`config.mk`:
```
export PLATFORM = sky130hd
export DESIGN_NAME = physaddr_gen
export DESIGN_NICKNAME = d
export VERILOG_FILES = /design/src/rtl/physaddr_pkg.sv /design/src/rtl/seg_regfile.sv /design/src/rtl/seg_selector.sv /design/src/rtl/addr_adder.sv /design/src/rtl/physaddr_gen.sv
export SDC_FILE = /design/constraint.sdc
export NUM_CORES = 1
export LEC_CHECK = 0
export BUFFER_PORTS_ARGS = -buffer_cell sky130_fd_sc_hd__buf_4
export CORE_ASPECT_RATIO = 2
export CORE_UTILIZATION = 51
export CTS_CLUSTER_SIZE = 40
export DETAILED_ROUTE_END_ITERATION = 16
export PLACE_DENSITY_LB_ADDON = 0.2
export SYNTH_ARGS = -nofsm -noshare
export SYNTH_HDL_FRONTEND = slang
export SYNTH_SLANG_ARGS = --single-unit
```
`constraint.sdc`:
```
create_clock -name clk -period 2.85 [get_ports clk]
set_input_delay 0.57 -clock clk [delete_from_list [all_inputs] [get_ports clk]]
set_output_delay 0.57 -clock clk [all_outputs]
set_load 0.01 [all_outputs]
```
`src/rtl/physaddr_pkg.sv`:
```
package physaddr_pkg;

  localparam int NUM_SEG   = 4;
  localparam int SEG_IDX_W = $clog2(NUM_SEG);

  typedef enum logic [1:0] {
    SEG_EXTRA = 2'd0,
    SEG_CODE  = 2'd1,
    SEG_STACK = 2'd2,
    SEG_DATA  = 2'd3
  } seg_id_e;

  typedef enum logic [2:0] {
    ACC_FETCH   = 3'd0,
    ACC_SPTR    = 3'd1,
    ACC_BPTR    = 3'd2,
    ACC_DATA    = 3'd3,
    ACC_STR_SRC = 3'd4,
    ACC_STR_DST = 3'd5,
    ACC_RSV6    = 3'd6,
    ACC_RSV7    = 3'd7
  } acc_kind_e;

  // Kinds whose segment is fixed and cannot be overridden
  function automatic logic kind_is_fixed(acc_kind_e k);
    logic fx;
    case (k)
      ACC_FETCH, ACC_SPTR, ACC_STR_DST: fx = 1'b1;
      default:                          fx = 1'b0;
    endcase
    return fx;
  endfunction

  function automatic seg_id_e kind_default_seg(acc_kind_e k);
    seg_id_e s;
    case (k)
      ACC_FETCH:        s = SEG_CODE;
      ACC_SPTR,
      ACC_BPTR:         s = SEG_STACK;
      ACC_STR_DST:      s = SEG_EXTRA;
      default:          s = SEG_DATA;
    endcase
    return s;
  endfunction

endpackage

```
`src/rtl/seg_regfile.sv`:
```
module seg_regfile #(
  parameter int SEG_W = 16,
  parameter int NSEG  = 4,
  localparam int SEL_W = $clog2(NSEG)
) (
  input  logic                       clk,
  input  logic                       rst_n,
  input  logic                       wr_en,
  input  logic [SEL_W-1:0]           wr_sel,
  input  logic [SEG_W-1:0]           wr_data,
  output logic [NSEG-1:0][SEG_W-1:0] seg_q
);

  for (genvar g = 0; g < NSEG; g++) begin : g_seg
    logic             ld;
    logic [SEG_W-1:0] d;

    always_comb begin
      ld = wr_en && (wr_sel == SEL_W'(g));
      d  = ld ? wr_data : seg_q[g];
    end

    always_ff @(posedge clk or negedge rst_n) begin
      if (!rst_n) begin
        seg_q[g] <= '0;
      end else if (ld) begin
        seg_q[g] <= d;
      end
    end
  end

endmodule

```
`src/rtl/seg_selector.sv`:
```
module seg_selector
  import physaddr_pkg::*;
(
  input  logic [2:0] kind,
  input  logic       ovr_en,
  input  logic [1:0] ovr_seg,
  output logic [1:0] seg_sel,
  output logic       ovr_refused
);

  acc_kind_e k;
  logic      fixed;

  always_comb begin
    k           = acc_kind_e'(kind);
    fixed       = kind_is_fixed(k);
    ovr_refused = ovr_en && fixed;
    if (ovr_en && !fixed) begin
      seg_sel = ovr_seg;
    end else begin
      seg_sel = kind_default_seg(k);
    end
  end

endmodule

```
`src/rtl/addr_adder.sv`:
```
module addr_adder #(
  parameter int SEG_W = 16,
  parameter int OFS_W = 16,
  parameter int SHIFT = 4,
  localparam int PA_W = SEG_W + SHIFT
) (
  input  logic [SEG_W-1:0] seg,
  input  logic [OFS_W-1:0] ofs,
  output logic [PA_W-1:0]  pa
);

  logic [PA_W-1:0] base;
  logic [PA_W-1:0] ofs_ext;

  always_comb begin
    base    = {seg, {SHIFT{1'b0}}};
    ofs_ext = PA_W'(ofs);
    pa      = base + ofs_ext;   // carry out of PA_W discarded: wraps
  end

endmodule

```
`src/rtl/physaddr_gen.sv`:
```
module physaddr_gen
  import physaddr_pkg::*;
#(
  parameter int SEG_W = 16,
  parameter int OFS_W = 16,
  parameter int SHIFT = 4,
  localparam int PA_W = SEG_W + SHIFT
) (
  input  logic              clk,
  input  logic              rst_n,
  input  logic              seg_wr_en,
  input  logic [1:0]        seg_wr_sel,
  input  logic [SEG_W-1:0]  seg_wr_data,
  input  logic              req_valid,
  input  logic [2:0]        req_kind,
  input  logic              req_ovr_en,
  input  logic [1:0]        req_ovr_seg,
  input  logic [OFS_W-1:0]  req_offset,
  output logic              out_valid,
  output logic [PA_W-1:0]   out_addr,
  output logic [1:0]        out_seg_used,
  output logic              out_ovr_ignored
);

  logic [NUM_SEG-1:0][SEG_W-1:0] seg_q;
  logic [1:0]                    sel;
  logic                          refused;
  logic [PA_W-1:0]               pa;

  logic              valid_d;
  logic [PA_W-1:0]   addr_d;
  logic [1:0]        seg_d;
  logic              ign_d;
  logic              load_en;

  seg_regfile #(.SEG_W(SEG_W), .NSEG(NUM_SEG)) u_regs (
    .clk     (clk),
    .rst_n   (rst_n),
    .wr_en   (seg_wr_en),
    .wr_sel  (seg_wr_sel),
    .wr_data (seg_wr_data),
    .seg_q   (seg_q)
  );

  seg_selector u_sel (
    .kind        (req_kind),
    .ovr_en      (req_ovr_en),
    .ovr_seg     (req_ovr_seg),
    .seg_sel     (sel),
    .ovr_refused (refused)
  );

  addr_adder #(.SEG_W(SEG_W), .OFS_W(OFS_W), .SHIFT(SHIFT)) u_add (
    .seg (seg_q[sel]),
    .ofs (req_offset),
    .pa  (pa)
  );

  // next-state
  always_comb begin
    load_en = req_valid;
    valid_d = req_valid;
    ign_d   = req_valid && refused;
    addr_d  = load_en ? pa  : out_addr;
    seg_d   = load_en ? sel : out_seg_used;
  end

  // registers
  always_ff @(posedge clk or negedge rst_n) begin
    if (!rst_n) begin
      out_valid       <= 1'b0;
      out_ovr_ignored <= 1'b0;
    end else begin
      out_valid       <= valid_d;
      out_ovr_ignored <= ign_d;
    end
  end

  always_ff @(posedge clk or negedge rst_n) begin
    if (!rst_n) begin
      out_addr     <= '0;
      out_seg_used <= '0;
    end else if (load_en) begin
      out_addr     <= addr_d;
      out_seg_used <= seg_d;
    end
  end

endmodule

```
Word-level counts from Yosys, hierarchy flattened
Cells that the tools add are included.
{ "op_classes": {"addsub": 1, "magnitude_cmp": 1, "eq_ne": 6, "mux": 5, "n_reduce_logical": 12} }
{ "ops": {"columns": ["op", "n"], "rows": [
  ["binary-select mux 16 bit (select 2 bit)", 1],
  ["adder 20 x 16 -> 20 bit", 1],
  ["two-way mux 16 bit", 1],
  ["logical AND 1 bit", 7],
  ["one-hot mux 2 bit (3 select lines)", 1],
  ["equality test 2 bit, second input constant", 2],
  ["equality test 3 x 1 -> 1 bit, second input constant", 1],
  ["equality test 3 x 2 -> 1 bit, second input constant", 1],
  ["equality test 3 bit, second input constant", 1],
  ["zero test 3 bit", 1],
  ["< comparator 2 x 3 -> 1 bit, second input constant", 1],
  ["OR reduction 3 bit", 1],
  ["equality test 2 x 1 -> 1 bit, second input constant", 1],
  ["zero test 2 bit", 1],
  ["two-way mux 2 bit", 1],
  ["OR reduction 2 bit", 1],
  ["zero test 1 bit", 1],
  ["two-way mux 1 bit", 1]
]} }
{ "word_totals": {"register_bits": 88, "in_bits": 44, "output_inout_bits": 24, "word_cells": 33} }

Logic depth before layout (Yosys ltp)
{ "depth": {"depth_word": 9, "mapped_depth": 16, "ltp_nobuf": 13} }

Modules after synthesis
A second synthesis with hierarchy kept.
{ "hier_totals": {"cells_unflattened": 323, "hier_area_um2": 4585.6} }
{ "by_module_without_submodules": {"columns": ["module", "n_inst", "cells_per_inst", "area_each_um2", "seq_area_each_um2"], "rows": [
  ["seg_regfile", 1, 136, 2411.1, 1601.5],
  ["physaddr_gen", 1, 69, 1292.5, 600.6],
  ["addr_adder", 1, 108, 820.8, 0.0],
  ["seg_selector", 1, 10, 61.3, 0.0]
]} }

Worst setup path before layout
Ideal clock, no wire load.
{ "synth_path": {"path_kind": "input to register", "start": "input port req_kind[1]", "end": "register out_addr[17]", "setup_time_ns": 0.125, "arrival_ns": 3.947, "t_required_ns": 2.725, "slack_ns": -1.222, "stages": 13, "path_buffers": 2, "cell_sequence": "buf_4 > o22a_1 > a21oi_4 > buf_2 > mux4_2 > ha_1 > a211oi_1 > nor4_1 > or2_1 > o41ai_1 > nor2_1 > xnor2_1 > mux2_2"} }
{ "synth_via": {"elab_chain_cells": 9, "elab_cells_between_ends": 14, "cone_classes": "1 x add/sub; 3 x eq/ne; 5 x mux; 5 x reduce/logical"} }
{ "synth_rtl": {"columns": ["item", "line_no", "text"], "rows": [
  ["from (decl)", "physaddr_gen.sv:15", "input logic [2:0] req_kind,"],
  ["equality test 3 x 1 -> 1 bit, or another cell as far along", "physaddr_pkg.sv:27, physaddr_pkg.sv:36", null],
  ["OR reduction 3 bit", "physaddr_pkg.sv:27", "case (k)"],
  ["two-way mux 1 bit", "physaddr_pkg.sv:27", null],
  ["zero test 1 bit", "seg_selector.sv:18", "if (ovr_en && !fixed) begin"],
  ["logical AND 1 bit", "seg_selector.sv:18", null],
  ["two-way mux 2 bit *", "seg_selector.sv:18", null],
  ["binary-select mux 16 bit (select 2 bit) *", "physaddr_gen.sv:54", ".seg (seg_q[sel]),"],
  ["two-way mux 16 bit (not written as such) *", "physaddr_gen.sv:54", null],
  ["adder 20 x 16 -> 20 bit *", "addr_adder.sv:18", "pa = base + ofs_ext;"],
  ["to (signal assigned)", "physaddr_gen.sv:84", "out_addr <= addr_d;"],
  ["to (decl)", "physaddr_gen.sv:20", "output logic [PA_W-1:0] out_addr,"]
]} }
Every way passes the cells marked *; elsewhere a longest branch is shown, timed or not. The select of a mux whose other input is x is not followed.
A chain may end at the register's enable or synchronous reset.

Final worst setup path
{ "layout_path": {"start": "input port req_ovr_en", "end": "register out_addr[18]"} }
{ "layout_via": {"elab_chain_cells": 5} }
{ "layout_rtl": {"columns": ["item", "line_no", "text"], "rows": [
  ["from (decl)", "physaddr_gen.sv:16", "input logic req_ovr_en,"],
  ["logical AND 1 bit", "seg_selector.sv:18", null],
  ["two-way mux 2 bit", "seg_selector.sv:18", null],
  ["binary-select mux 16 bit (select 2 bit)", "physaddr_gen.sv:54", null],
  ["two-way mux 16 bit (not written as such)", "physaddr_gen.sv:54", null],
  ["adder 20 x 16 -> 20 bit", "addr_adder.sv:18", null]
]} }
Every way passes these cells. The select of a mux whose other input is x is not followed.

==> flow_metrics.tcl <==
set metrics [dict create \
    drc_errors 0 \
    cts_buffers 9 \
    fmax_mhz 285 \
    min_period_ns 3.51 \
    dieHeight_microns 133 \
    power_density_nw_per_um2 789 \
    synth_area_sq_um 4400 \
    synth_top_area_share 0.500 \
    reg2reg_slack_ns 0.02 \
    fin_ws_ns -0.661 \
    synth_ff_type "dfrtp_1" \
    areaGrowthSynthToFinish_pct 38.3 \
    diodes 0 \
    grt_pass1_wl_microns 17100 \
    hp-class "in2async" \
    grt_use_met2 0.452 \
    grt_max_degree 48 \
    cts_max_level 3 \
    finalMaxSlewViolations 0 \
    status "finished with violations" \
    critical_path.startpoint_type "input pin" \
    synth_cells 324 \
    vias_per_cell 5.91 \
    drt-wirelength-per-cell_microns 20.0 \
    skew_ns 0.00757 \
    antenna_found_initial 0 \
    power_mw 4.80 \
    synth_edf_count 0 \
    crit_fanout 4 \
    gp_congestion 0.862 \
    p_sw_mw 1.38 \
    maxSlewHeadroom 0.654 \
    multi_input_area_sq_um 2310 \
    clock_latency_ns 0.34 \
    io_buffers 67 \
    pin_count 68 \
    combPwrFrac 0.362 \
    path_clk_slew_ns 0.06 \
    pwr-share-seq 0.355 \
    clock_path_buffers 2 \
    setup_violations 12 \
    path_class "in2reg" \
    cts_tree "done" \
    arrival_ns 3.74 \
    clkPwrFrac 0.283 \
    initial_core_util 0.527 \
    rsz0062_at_grt "true" \
    dp_hpwl_microns 7340 \
    ant_nets 0 \
    core_area_sq_um 8350 \
    worst_pin_slew_ns 0.504 \
    drt_first_pass_iters 4 \
    row_count 47 \
    synth_cell_types 48 \
    finalWirelength_microns 11100 \
    violations "negative setup slack" \
    cp.required_ns 3.08 \
    fin_crit_sh 1.23 \
    leakage_nw 2.72 \
    syn_avg_cell_area_sq_um 13.6 \
    grt.overflow.total 0 \
    grt_use_met1 0.286 \
    yosys_warnings 0 \
    hold_slack_ns 0.205 \
    die_w_microns 67.7 \
    cts_root_buf "clkbuf_16" \
    synthTopCellsByArea "dfrtp_1 (50%), mux2_2 (20%), mux4_2 (6.6%), ha_1 (3.7%), o211ai_1 (2.0%)" \
    async_flop_share 1.00 \
    track_usage 0.263 \
    clkSinkCount 88 \
    regArea_sq_um 2200 \
    nNetsFinal 509 \
    dieArea_sq_um 9030 \
    ys_ff_latch 88 \
    reg2regPathDepth 10 \
    yosysSeqAreaShare 0.500 \
    grt_pass1_vias 3487 \
    initialDrtViolationCount 168 \
    syn-num-nets 382 \
    grt.busiest_layer "met2" \
    drv_cap 0 \
    vias 3274 \
    ir_drop_mv 0.573 \
    final_hold_viol_count 0 \
    end_kind "flip-flop" \
    synth_largest_area_cell "dfrtp_1" \
    use_met3 0.0445 \
    fill_cells 541 \
    switching_share 0.287 \
    drive_above_1_share 0.592 \
    internal-power_mw 3.42 \
]
cells in the final DEF, fill, tap and decap left out, drive strengths merged, types with 2 or more instances in the layout:
| master | instances |
|---|---|
| a21oi | 11 |
| o211ai | 13 |
| nand3 | 2 |
| a21o | 3 |
| mux2i | 3 |
| mux4 | 13 |
| nor3 | 4 |
| nand3b | 2 |
| clkbuf | 11 |
| xnor2 | 9 |
| clkinv | 2 |
| ha | 13 |
| a211oi | 4 |
| nor3b | 2 |
| xor2 | 3 |
| o22ai | 2 |
| nand2 | 19 |
| bufinv | 3 |
| inv | 5 |
| a211o | 2 |
| or2 | 2 |
| nor2b | 3 |
| o21ai | 4 |
| o21bai | 2 |
| nor4 | 2 |
| nor2 | 8 |
| buf | 129 |
| dfrtp | 88 |
| mux2 | 80 |
through the flow:
step	cell area (sq um)	util	TNS [ns]	instances	setup WS, ns
finish	6090	0.729	-6.61	554	-0.661
global route	6090	0.729	-7.61	554	-0.749
CTS	5970	0.714	-5.00	548	-0.575
detailed placement	5450	0.653	-9.24	524	-0.946
global placement	5450	0.653	-8.47	524	-0.895
floorplan	4490	-	-6.92	324	-0.921
logic make-up after synthesis:
logic type | count (synthesis) | synth area share
muxes | 96 | 0.278
DFF | 88 | 0.500
AOI/OAI and AO/OA | 48 | 0.0804
and+or+nand+nor | 48 | 0.0560
buffers and inverters | 18 | 0.0202
adders and majority gates | 14 | 0.0415
xor gates and xnor gates | 12 | 0.0239
cell usage after synthesis, types with 2 or more instances:
library cell	instances
buf_6	2
nand3_1	2
nand3b_1	2
dfrtp_1	88
nor3_1	4
o22ai_1	2
nor2_1	8
ha_1	13
mux4_2	13
nor2b_1	2
buf_2	2
mux2i_1	3
xor2_1	3
a21o_1	3
nand2_1	19
a211oi_1	4
o21bai_1	2
o211ai_1	12
xnor2_1	9
a21oi_1	10
clkbuf_1	8
or2_1	2
o21ai_0	3
inv_1	5
mux2_2	80
worst paths after layout:
| kind | from | endpoint |
|---|---|---|
| worst max-delay path | req_ovr_en | out_addr[18] |
| worst min-delay path | rst_n | u_regs.seg_q[0] |
| worst max register to register | u_regs.seg_q[33] | out_addr[18] |
| worst min register to register | u_regs.seg_q[14] | u_regs.seg_q[14] |
| max in group asynchronous | rst_n | u_regs.seg_q[61] |
| min in group clk | req_offset[1] | out_addr[1] |
routing by layer:
metal / routed length (microns) / up-vias / part of all wire
li1: - / 1460 / -
met1: 3990 / 1661 / 0.36
met2: 6170 / 114 / 0.56
met3: 500 / 39 / 0.045
met4: 439 / 0 / 0.040
met5: 0 / - / 0
sequential cells by signal (all words and copies together) (netlist names):
signal and cells:
out_addr 20, out_ovr_ignored 1, out_seg_used 2, u_regs.seg_q 64, out_valid 1
what timing repair did:
item	CTS	global route
endpoints found under the setup margin	12	12
gates cloned	1	0
resized for setup	14	20
pin swaps	6	16
buffers inserted	7	6
hold buffers	0	0
critical path, cell delays in order:
cell and delay, ns:
buf_8 0.10, nor2b_4 0.11, o22a_1 0.19, a21oi_4 0.14
buf_12 0.14, buf_16 0.11, mux4_2 0.56, buf_4 0.17
fa_2 0.36, a211o_2 0.31, o211ai_2 0.09, a211o_1 0.18
a311o_1 0.21, nor3_2 0.07, xnor2_1 0.15, mux2_4 0.26
power groups by stage:
| stage | clock (mW) | sequential (mW) | combinational, mW |
|---|---|---|---|
| after floorplan | 0 | 1.72 | 0.835 |
| after global placement | 0 | 1.70 | 1.46 |
| after detailed placement | 0 | 1.72 | 1.50 |
| after CTS | 1.38 | 1.70 | 1.61 |
| after global routing | 1.42 | 1.74 | 1.87 |
| final | 1.36 | 1.71 | 1.74 |
final cells by class:
cell class | count | share of cell area
tap | 98 | 0.0201
clock buffer | 11 | 0.0399
timing repair buffer | 129 | 0.178
sequential | 88 | 0.362
inverter | 5 | 0.00308
clock inverter | 5 | 0.0171
multi-input combinational | 218 | 0.380
No activity file was read; power rests on OpenSTA's default activity.
